$ cat src/rtl/addr_buf_pkg.sv
package addr_buf_pkg;
  typedef struct packed {
    logic load;
    logic clearMask;
    logic storeByte;
    logic stepFull;
  } strobes_t;
endpackage

$ cat src/rtl/addr_buf_ctrl.sv
module addr_buf_ctrl
  import addr_buf_pkg::*;
(
  input  logic     loadAddr,
  input  logic     wrStart,
  input  logic     wrByte,
  input  logic     rdNext,
  output strobes_t strobes
);
  // Priority: address load, then byte store, then read step.
  always_comb begin
    strobes.load      = loadAddr;
    strobes.clearMask = wrStart;
    strobes.storeByte = wrByte & ~loadAddr;
    strobes.stepFull  = rdNext & ~loadAddr & ~wrByte;
  end
endmodule

$ cat src/rtl/addr_buf_dp.sv
module addr_buf_dp
  import addr_buf_pkg::*;
#(
  parameter int ADDR_W = 15,
  parameter int OFFS_W = 6,
  parameter int DATA_W = 8
) (
  input  logic                  clk,
  input  logic                  rstN,
  input  strobes_t              strobes,
  input  logic [ADDR_W-1:0]     loadValue,
  input  logic [DATA_W-1:0]     wrData,
  input  logic [DATA_W-1:0]     memQ,
  input  logic [OFFS_W-1:0]     commitIdx,
  output logic [ADDR_W-1:0]     curAddr,
  output logic [(1<<OFFS_W)-1:0] validMask,
  output logic [DATA_W-1:0]     rdData,
  output logic [DATA_W-1:0]     commitData,
  output logic                  commitValid
);
  localparam int DEPTH  = 1 << OFFS_W;
  localparam int PAGE_W = ADDR_W - OFFS_W;

  logic [ADDR_W-1:0] addrQ;
  logic [DEPTH-1:0]  maskQ, maskNext;
  logic [DATA_W-1:0] rdQ;
  logic [DATA_W-1:0] bufQ [DEPTH];
  logic [OFFS_W-1:0] offs, offsInc;
  logic [PAGE_W-1:0] page;

  assign offs    = addrQ[OFFS_W-1:0];
  assign page    = addrQ[ADDR_W-1:OFFS_W];
  assign offsInc = offs + OFFS_W'(1);

  always_comb begin
    maskNext = strobes.clearMask ? '0 : maskQ;
    if (strobes.storeByte) maskNext[offs] = 1'b1;
  end

  always_ff @(posedge clk) begin
    if (!rstN) begin
      addrQ <= '0;
      maskQ <= '0;
      rdQ   <= '0;
    end else begin
      maskQ <= maskNext;
      if (strobes.load)           addrQ <= loadValue;
      else if (strobes.storeByte) addrQ <= {page, offsInc};
      else if (strobes.stepFull)  addrQ <= addrQ + ADDR_W'(1);
      if (strobes.stepFull) rdQ <= memQ;
    end
  end

  for (genvar i = 0; i < DEPTH; i++) begin : gEntry
    always_ff @(posedge clk) begin
      if (!rstN) bufQ[i] <= '0;
      else if (strobes.storeByte && offs == OFFS_W'(i)) bufQ[i] <= wrData;
    end
  end

  assign curAddr     = addrQ;
  assign validMask   = maskQ;
  assign rdData      = rdQ;
  assign commitData  = bufQ[commitIdx];
  assign commitValid = maskQ[commitIdx];

  AST_PAGE_HELD: assert property (@(posedge clk) disable iff (!rstN)
    strobes.storeByte && !strobes.load |=> curAddr[ADDR_W-1:OFFS_W] == $past(page));
  AST_OFFS_WRAP: assert property (@(posedge clk) disable iff (!rstN)
    strobes.storeByte && !strobes.load && offs == '1 |=> curAddr[OFFS_W-1:0] == '0);
  AST_MASK_MARK: assert property (@(posedge clk) disable iff (!rstN)
    strobes.storeByte |=> validMask[$past(offs)]);
  AST_MASK_CLEAR: assert property (@(posedge clk) disable iff (!rstN)
    strobes.clearMask |=> $countones(validMask) <= 1);
  AST_READ_HOLD: assert property (@(posedge clk) disable iff (!rstN)
    !strobes.stepFull |=> $stable(rdData));
endmodule

$ cat src/rtl/page_addr_buffer.sv
module page_addr_buffer
  import addr_buf_pkg::*;
(
  input  logic        clk,
  input  logic        rstN,
  input  logic        loadAddr,
  input  logic [14:0] loadValue,
  input  logic        wrStart,
  input  logic        wrByte,
  input  logic [7:0]  wrData,
  input  logic        rdNext,
  input  logic [7:0]  memQ,
  input  logic [5:0]  commitIdx,
  output logic [14:0] curAddr,
  output logic [8:0]  pageAddr,
  output logic [63:0] validMask,
  output logic [7:0]  rdData,
  output logic [7:0]  commitData,
  output logic        commitValid
);
  strobes_t strobes;

  addr_buf_ctrl uCtrl (
    .loadAddr (loadAddr),
    .wrStart  (wrStart),
    .wrByte   (wrByte),
    .rdNext   (rdNext),
    .strobes  (strobes)
  );

  addr_buf_dp #(.ADDR_W(15), .OFFS_W(6), .DATA_W(8)) uDp (
    .clk         (clk),
    .rstN        (rstN),
    .strobes     (strobes),
    .loadValue   (loadValue),
    .wrData      (wrData),
    .memQ        (memQ),
    .commitIdx   (commitIdx),
    .curAddr     (curAddr),
    .validMask   (validMask),
    .rdData      (rdData),
    .commitData  (commitData),
    .commitValid (commitValid)
  );

  assign pageAddr = curAddr[14:6];

  AST_LOAD_TAKES: assert property (@(posedge clk) disable iff (!rstN)
    loadAddr |=> curAddr == $past(loadValue));
  AST_READ_WRAP: assert property (@(posedge clk) disable iff (!rstN)
    rdNext && !loadAddr && !wrByte && curAddr == 15'h7FFF |=> curAddr == 15'h0000);
  AST_READ_CAPTURE: assert property (@(posedge clk) disable iff (!rstN)
    rdNext && !loadAddr && !wrByte |=> rdData == $past(memQ));
endmodule

$ cat config.mk
export PLATFORM = sky130hd
export DESIGN_NAME = page_addr_buffer
export DESIGN_NICKNAME = d
export VERILOG_FILES = /design/src/rtl/addr_buf_pkg.sv /design/src/rtl/addr_buf_ctrl.sv /design/src/rtl/addr_buf_dp.sv /design/src/rtl/page_addr_buffer.sv
export SDC_FILE = /design/constraint.sdc
export NUM_CORES = 1
export LEC_CHECK = 0
export BUFFER_PORTS_ARGS = -buffer_cell sky130_fd_sc_hd__clkbuf_2
export CORE_ASPECT_RATIO = 0.9
export CORE_MARGIN = 4
export CORE_UTILIZATION = 35
export CTS_BUF_LIST = sky130_fd_sc_hd__clkbuf_8
export DETAILED_ROUTE_END_ITERATION = 7
export PLACE_DENSITY_LB_ADDON = 0.25
export SYNTH_ARGS = -nofsm -noshare
export SYNTH_HDL_FRONTEND = slang
export SYNTH_SLANG_ARGS = --single-unit
export TNS_END_PERCENT = 30
$ cat constraint.sdc
create_clock -name clk -period 2.6 [get_ports clk]
set_input_delay 0.39 -clock clk [delete_from_list [all_inputs] [get_ports clk]]
set_output_delay 0.39 -clock clk [all_outputs]
set_load 0.05 [all_outputs]
==> impl_metrics.tcl, run 1 <==
set metrics [dict create \
    synth_seq_cells 599 \
    fin_setup_tns_ns -2.33 \
    route.detailed.drc 0 \
    maxCapViolations 0 \
    clk_pin_slew_worst_paths_ns 0.06 \
    drive_gt1_share_pct 28.3 \
    first_iter_violations 1632 \
    p_total_mw 21.5 \
    fin_crit_ns 2.89 \
    async_flop_share_pct 0 \
    tightest_slew_ns 1.20 \
    grt_pass1_vias 18800 \
    synthTopCellsByCount "and2_1, edfxtp_1, mux4_2, nor2_1, clkbuf_1" \
    place_congestion 0.854 \
    area_growth_pct 20.5 \
    cts_tree "built" \
    peakVddDrop_v 0.000362 \
    use_met1_pct 26.2 \
    grt_pass1_wl_mm 125 \
    ant_nets 0 \
    clock_sinks 599 \
    place_area_um2 31000 \
    critPathMaxFanout 3 \
    wire_per_inst_um 24.6 \
    row_count 97 \
    place_inst 3223 \
    clkPwrFrac_pct 39.3 \
    die_area_um2 84100 \
    skew_ns 0.0251 \
    outcome "complete, but fails checks" \
    seqCellArea_um2 17100 \
    dp_slack_ns -0.221 \
    synth.area.top_cells "edfxtp_1, and2_1, mux4_2, dfxtp_1, o21ai_0" \
    violations "setup timing" \
    post_cts_buffers 0 \
    diodes 0 \
    synth_cell_types 56 \
    synth.most_common_cell "and2_1" \
    nNetsFinal 2361 \
    grt_max_degree 65 \
    cp.arrival_ns 2.50 \
    crit_required_ns 2.21 \
    synth_nets 2060 \
    vias 18200 \
    p_sw_share_pct 25.3 \
    start_util_pct 35.5 \
    p_comb_share_pct 10.1 \
    use_met3_pct 4.49 \
    use_met2_pct 32.8 \
    criticalPathCategory "register to output pin" \
    final_cell_area_um2 33600 \
    syn-cell-area_um2 27800 \
    fin_util_pct 42.8 \
    cts.htree.levels 3 \
    postLayoutSetupSlackWorst_ns -0.287 \
    synth.yosys.seq_area_share_pct 61.5 \
    clockBufferDepth 3 \
    timing.reg2reg.setup_slack_ns 0.28 \
    root_buffer "clkbuf_8" \
    worst_setup_path_end_kind "output pin" \
    setup_violations 9 \
    drv_slew 0 \
    netlist.area_leader.share_pct 55.2 \
    switchingPower_mw 5.42 \
    grt_antenna_before_repair 1 \
    seq_power_share_pct 50.5 \
    leakagePower_nw 12.7 \
    synthFlopType "edfxtp_1" \
    synthCells 2012 \
    port_buffers 147 \
    holdWs_ns 0.106 \
    ios 148 \
    die_h_um 276 \
    cellInternalPower_mw 16.0 \
    routed_wirelength_mm 84.6 \
    pwr_density_cell_nw_per_um2 639 \
    syn_area_per_cell_um2 13.8 \
    start_kind "register" \
    busiest_layer "met2" \
    rsz0062_at_grt "yes" \
    dieWidth_um 305 \
    clk_latency_ns 0.71 \
    hold_viol_final 0 \
    synth_top_area_cell "edfxtp_1" \
    place_hpwl_mm 57.4 \
    fmax_mhz 346 \
    fin_crit_sh_pct 111 \
    multi_input_area_um2 10200 \
    synth_edf_count 512 \
    first_pass_iters 5 \
    yosys_warnings 0 \
    cts_made_buffers 104 \
    min_path_type "primary input to register" \
    grt_overflow 0 \
    relSlewSlack_pct 19.1 \
    fillers 7196 \
    fin_cells 3438 \
    core_um2 78400 \
    drt-vias-per-instance 5.30 \
    grtUsageTotal_pct 19.9 \
]
## kinds of logic after synthesis
| group | Yosys count | share of synthesized area, % |
|---|---|---|
| flip-flops | 599 | 61.5 |
| XOR/XNOR | 9 | 0.283 |
| AO/OA/AOI/OAI | 250 | 6.11 |
| adder cells (fa/ha/maj) | 5 | 0.225 |
| AND/OR/NAND/NOR | 788 | 16.3 |
| multiplexers | 178 | 12.7 |
| buffers and inverters | 183 | 2.92 |
## registers in the layout (all words and copies together) (netlist names)
name / cells
uDp.rdData: 8
uDp.bufQ: 512
uDp.validMask: 64
uDp.curAddr: 15
## critical path, cell delays in order (launching register included)
cell      delay (ns)
dfxtp_1         0.33
mux4_2          0.51
mux2i_4         0.20
buf_4           0.16
a221oi_1        0.09
a22o_2          0.34
buf_12          0.16
## cell type report
class,instances,area share (%)
flip-flops and latches,599,51.0
multi-input cells,1230,30.4
repair buffers,366,8.62
clock buffers,109,4.47
well taps,1039,3.87
clock inverters,83,1.54
inverters,12,0.134
## placed cells by master, fill, tap and decap left out, types with 7 or more instances in the layout
master and n:
xnor2_1 9, clkbuf_8 110, mux2_2 15, edfxtp_1 512
clkbuf_2 136, mux4_2 138, nand2_1 44, buf_4 171
nor3_1 7, nor2_1 117, a2bb2oi_1 29, buf_12 33
and3_1 35, inv_1 40, clkinv_2 10, o21ai_0 90
a211oi_1 7, nand3_1 20, a21oi_1 15, o22ai_2 8
o2bb2ai_1 31, nor2b_1 9, a22oi_1 9, mux2i_1 21
and2_1 515, clkinv_1 29, dlygate4sd3_1 23, a221oi_2 8
o22ai_1 16, dfxtp_1 87
## worst paths after layout
kind                      from                end  cells past startpoint
max          uDp.validMask[43]        commitValid                      6
min                    wrStart  uDp.validMask[47]                      3
max reg2reg     uDp.curAddr[0]     uDp.bufQ[5][5]                      5
min reg2reg      uDp.rdData[1]      uDp.rdData[1]                      2
## per-layer routing
| layer | vias to the layer above | part of all wire, % |
|---|---|---|
| li1 | 8070 | - |
| met1 | 9333 | 42 |
| met2 | 681 | 48 |
| met3 | 132 | 7.1 |
| met4 | 0 | 2.9 |
| met5 | - | 0 |
## power groups by stage
stage / Clock (mW) / Combinational (mW) / Sequential [mW]
2_1_floorplan: 0 / 1.09 / 11.0
3_3_place_gp: 0 / 2.06 / 11.0
3_5_place_dp: 0 / 2.08 / 11.0
4_1_cts: 8.63 / 2.17 / 10.8
5_1_grt: 9.09 / 2.28 / 10.9
6_report: 8.44 / 2.18 / 10.8
## repair_timing
action,CTS,global route
endpoints found under the setup margin,9,9
gates resized for setup,38,8
pin swaps,13,7
hold endpoints to repair,23,0
hold buffers,23,0
No activity file was read; power rests on OpenSTA's default activity.
==> run 2: changes to the inputs <==
- GPL_ROUTABILITY_DRIVEN: unset -> 0
- PLACE_DENSITY_LB_ADDON: 0.25 -> 0.12
- RECOVER_POWER: unset -> 25
==> run 2 against run 1 <==
First-iteration DRC count increased by 8.0%. Sequential share of layout area decreased by 0.10 points. Largest cell class unchanged. Clock skew increased by 0.0078 ns. Power increased by 0.88%. Combinational power increased by 3%. The flow still finishes with violations (setup timing). Cell area increased by 0.21%. Core utilization increased by 0.088 points. Non-clock buffer count increased by 17. Critical path depth decreased by 1.
==> impl_metrics.tcl, run 2 (synthesis gave the netlist of run 1 again) <==
set metrics [dict create \
    busiest_layer "met2" \
    holdWs_ns 0.115 \
    rsz0062_at_grt "yes" \
    clock_sinks 599 \
    p_total_mw 21.6 \
    place_area_um2 31300 \
    hold_start "wrStart" \
    start_util_pct 35.5 \
    final_cell_area_um2 33600 \
    grtUsageTotal_pct 20.9 \
    fin_crit_sh_pct 112 \
    peakVddDrop_v 0.000339 \
    criticalPathCategory "register to output pin" \
    grt_max_degree 65 \
    clockBufferDepth 3 \
    timing.reg2reg.setup_slack_ns 0.08 \
    use_met2_pct 34.6 \
    die_h_um 276 \
    ff2ff_path_depth 6 \
    die_area_um2 84100 \
    wire_per_inst_um 25.5 \
    violations "setup timing" \
    start_kind "register" \
    place_hpwl_mm 59.6 \
    pwr_density_cell_nw_per_um2 644 \
    final_common_cell "edfxtp_1" \
    drive_gt1_share_pct 24.4 \
    nNetsFinal 2379 \
    fmax_mhz 342 \
    clk_latency_ns 0.73 \
    whs_endpoint "uDp.validMask[48]" \
    root_buffer "clkbuf_8" \
    leakagePower_nw 12.4 \
    cts_tree "built" \
    dp_slack_ns -0.405 \
    fin_crit_ns 2.92 \
    row_count 97 \
    skew_ns 0.0329 \
    min_path_type "primary input to register" \
    relSlewSlack_pct 20.3 \
    grt_pass1_wl_mm 129 \
    ant_nets 0 \
    vias 18100 \
    ios 148 \
    tightest_slew_ns 1.20 \
    worst_setup_path_end_kind "output pin" \
    largest_reg_flops 512 \
    maxCapViolations 0 \
    area_growth_pct 20.8 \
    cts_made_buffers 105 \
    layout_common_cells "edfxtp_1, and2_1, buf_4" \
    postLayoutSetupSlackWorst_ns -0.325 \
    drv_slew 0 \
    r2r_start "uDp.curAddr[0]" \
    hold_depth 3 \
    setup_violations 9 \
    crit_required_ns 2.21 \
    first_iter_violations 1763 \
    critPathMaxFanout 1 \
    outcome "complete, but fails checks" \
    grt_pass1_vias 18700 \
    routed_wirelength_mm 88.3 \
    drt-vias-per-instance 5.25 \
    cts.htree.levels 3 \
    place_inst 3243 \
    regMostFlops "uDp.bufQ" \
    core_um2 78400 \
    grt_antenna_before_repair 3 \
    use_met1_pct 28.1 \
    fin_cells 3458 \
    route.detailed.drc 0 \
    port_buffers 147 \
    rr_endpoint "uDp.bufQ[60][5]" \
    fin_setup_tns_ns -2.50 \
    fin_util_pct 42.9 \
    cp.arrival_ns 2.53 \
    use_met3_pct 4.17 \
    dieWidth_um 305 \
    hold_viol_final 0 \
    grt_overflow 0 \
    first_pass_iters 5 \
    clk_pin_slew_worst_paths_ns 0.06 \
]
## run 2: cell types whose count changed in the layout (fill, tap and decap cells not counted), sizes merged
cell / previous run / this run
diode: 0 / 3
inv: 46 / 51
buf: 206 / 193
bufinv: 6 / 5
clkinv: 40 / 31
clkbuf: 246 / 281
## run 2: worst max-delay path, cell delays in order, from the launching register on
cell	delay [ns]
edfxtp_1	0.36
mux4_2	0.50
o21ai_0	0.36
a21oi_1	0.15
a22o_4	0.31
buf_12	0.15
## run 2: timing repair
item	4_1_cts	5_1_grt
hold endpoints to repair	23	0
resized for setup	46	12
setup endpoints to repair	9	9
buffers inserted	0	0
pin swaps	11	6
hold buffers	23	0
## run 2: worst max-delay path by stage
stage / to / from / cells past startpoint
2_1_floorplan: commitData[6] / commitIdx[1] / 7
4_1_cts: commitData[2] / uDp.bufQ[53][2] / 6
5_1_grt: commitData[5] / uDp.bufQ[41][5] / 5
3_5_place_dp: commitData[5] / commitIdx[0] / 8
6_report: commitData[7] / uDp.bufQ[7][7] / 5
3_3_place_gp: commitData[5] / commitIdx[0] / 8
## run 2: metal layers
| layer | vias up | routed length, um | part of all wire [%] |
|---|---|---|---|
| met1 | 9336 | 38400 | 43 |
| met3 | 138 | 5430 | 6.1 |
| met5 | - | 0 | 0 |
| met2 | 544 | 42300 | 48 |
| met4 | 0 | 2170 | 2.5 |
| li1 | 8122 | - | - |
## run 2: layout make-up
| class | count | area, um2 |
|---|---|---|
| Tap cell | 1039 | 1300 |
| Multi-Input combinational cell | 1230 | 10200 |
| Antenna cell | 3 | 7.51 |
| Clock buffer | 114 | 1570 |
| Timing Repair Buffer | 383 | 2900 |
| Sequential cell | 599 | 17100 |
| Fill cell | 7272 | 44800 |
| Clock inverter | 78 | 469 |
| Inverter | 12 | 45.0 |
## run 2: where the power goes
part	leakage (nW)	total (mW)	internal [mW]	switching, mW
combinational	5.24	2.24	0.864	1.38
sequential	6.02	10.8	10.7	0.135
clock	1.17	8.57	4.53	4.04
total	12.4	21.6	16.1	5.55
==> run 3: changes to the inputs <==
- GPL_TIMING_DRIVEN: unset -> 0
- MAX_ROUTING_LAYER: unset -> met4
==> run 3 against run 2 <==
The flow still finishes with violations (setup timing). Final cell count fell by 0.90%. Hold slack got worse by 0.048 ns. Sequential share of layout area rose by 0.12 points. Largest cell class unchanged. Largest power group unchanged.
==> impl_metrics.tcl, run 3 (synthesis gave the netlist of run 1 again) <==
set metrics [dict create \
    outcome "complete, but fails checks" \
    violations "setup timing" \
    ios 148 \
    core_um2 78400 \
    clk_latency_ns 0.75 \
    pwr_density_cell_nw_per_um2 664 \
    peakVddDrop_v 0.000380 \
    busiest_layer "met2" \
    area_growth_pct 20.5 \
    grt_pass1_wl_mm 146 \
    relSlewSlack_pct 1.09 \
    nNetsFinal 2344 \
    die_area_um2 84100 \
    start_util_pct 35.5 \
    place_area_um2 29900 \
    grt_antenna_before_repair 8 \
    skew_ns 0.0338 \
    use_met3_pct 5.32 \
    grtUsageTotal_pct 25.3 \
    setup_violations 587 \
    grt_max_degree 16 \
    cts_made_buffers 106 \
    first_pass_iters 7 \
    row_count 97 \
    hold_viol_final 0 \
    routed_wirelength_mm 104 \
    clk_pin_slew_worst_paths_ns 0.06 \
    use_met2_pct 39.8 \
    leakagePower_nw 11.9 \
    vias 19000 \
    drive_gt1_share_pct 25.4 \
    place_hpwl_mm 73.6 \
    clockBufferDepth 3 \
    fmax_mhz 328 \
    wire_per_inst_um 30.5 \
    use_met1_pct 33.3 \
    die_h_um 276 \
    ant_nets 0 \
    layout_common_cells "edfxtp_1, and2_1, clkbuf_1" \
    route.detailed.drc 0 \
    first_iter_violations 2098 \
    cts_tree "built" \
    maxCapViolations 0 \
    critPathMaxFanout 10 \
    cts.htree.levels 3 \
    tightest_slew_ns 1.48 \
    p_total_mw 22.3 \
    drv_slew 0 \
    final_cell_area_um2 33500 \
    criticalPathCategory "primary input to output pin" \
    fillers 7361 \
    fin_setup_tns_ns -77.31 \
    clock_sinks 599 \
    postLayoutSetupSlackWorst_ns -0.453 \
    dp_slack_ns -1.36 \
    drt-vias-per-instance 5.55 \
    worst_setup_path_end_kind "output pin" \
    largest_reg_flops 512 \
    cp.arrival_ns 2.66 \
    port_buffers 136 \
    root_buffer "clkbuf_8" \
    final_common_cell "edfxtp_1" \
    rsz0062_at_grt "yes" \
    start_kind "primary input" \
    dieWidth_um 305 \
    regMostFlops "uDp.bufQ" \
    grt_pass1_vias 19000 \
    fin_crit_sh_pct 117 \
    crit_required_ns 2.21 \
    grt_overflow 0 \
    fin_crit_ns 3.05 \
    min_path_type "primary input to register" \
]
==> run 3: metrics by stage <==
step	std cells	hold slack, ns	utilization, %
floorplan	2012	0.526	-
finish	3427	0.0667	42.8
global placement	3187	0.471	38.1
detailed placement	3199	0.474	38.2
global route	3426	0.0271	42.8
CTS	3416	0.00954	42.4
==> run 3: critical path, cell delays in order <==
cell,delay [ns]
clkbuf_2,0.16
buf_4,0.24
buf_4,0.24
nor3_2,0.68
a221oi_1,0.23
nand3_2,0.20
a22o_1,0.28
clkbuf_8,0.23
==> run 3: cell type report <==
type	instances	area [um2]	area share [%]
sequential	599	17100	51.0
multi-input combinational	1230	10900	32.5
clock buffer	118	1620	4.84
tap	1039	1300	3.88
timing repair buffer	177	1010	3.00
buffer	170	992	2.96
clock inverter	76	546	1.63
inverter	12	47.5	0.142
antenna	6	15.0	0.0448
==> run 3: path summary, 6_finish.rpt <==
kind	startpoint	to	slack, ns	cells after the start
max	commitIdx[2]	commitData[7]	-0.45	8
min	wrStart	uDp.validMask[47]	0.07	3
max reg2reg	uDp.curAddr[3]	uDp.bufQ[11][0]	-0.35	5
min reg2reg	uDp.rdData[0]	uDp.rdData[0]	0.49	2
==> run 3: routing by layer <==
layer  up-vias  wire [um]
li1       8095          -
met1      9909      43800
met2       818      48800
met3       203       8280
met4         0       3500
met5         -          0
==> run 3: power by group <==
part           internal, mW  switching, mW
Combinational         0.744           1.64
Clock                  4.88           4.19
Sequential             10.7          0.118
==> run 3: what timing repair did <==
action	in CTS	in global routing
gates resized for setup	265	102
endpoints found under the setup margin	705	856
hold endpoints to repair	23	0
setup buffers	0	6
pin swaps	20	6
hold buffers	23	0
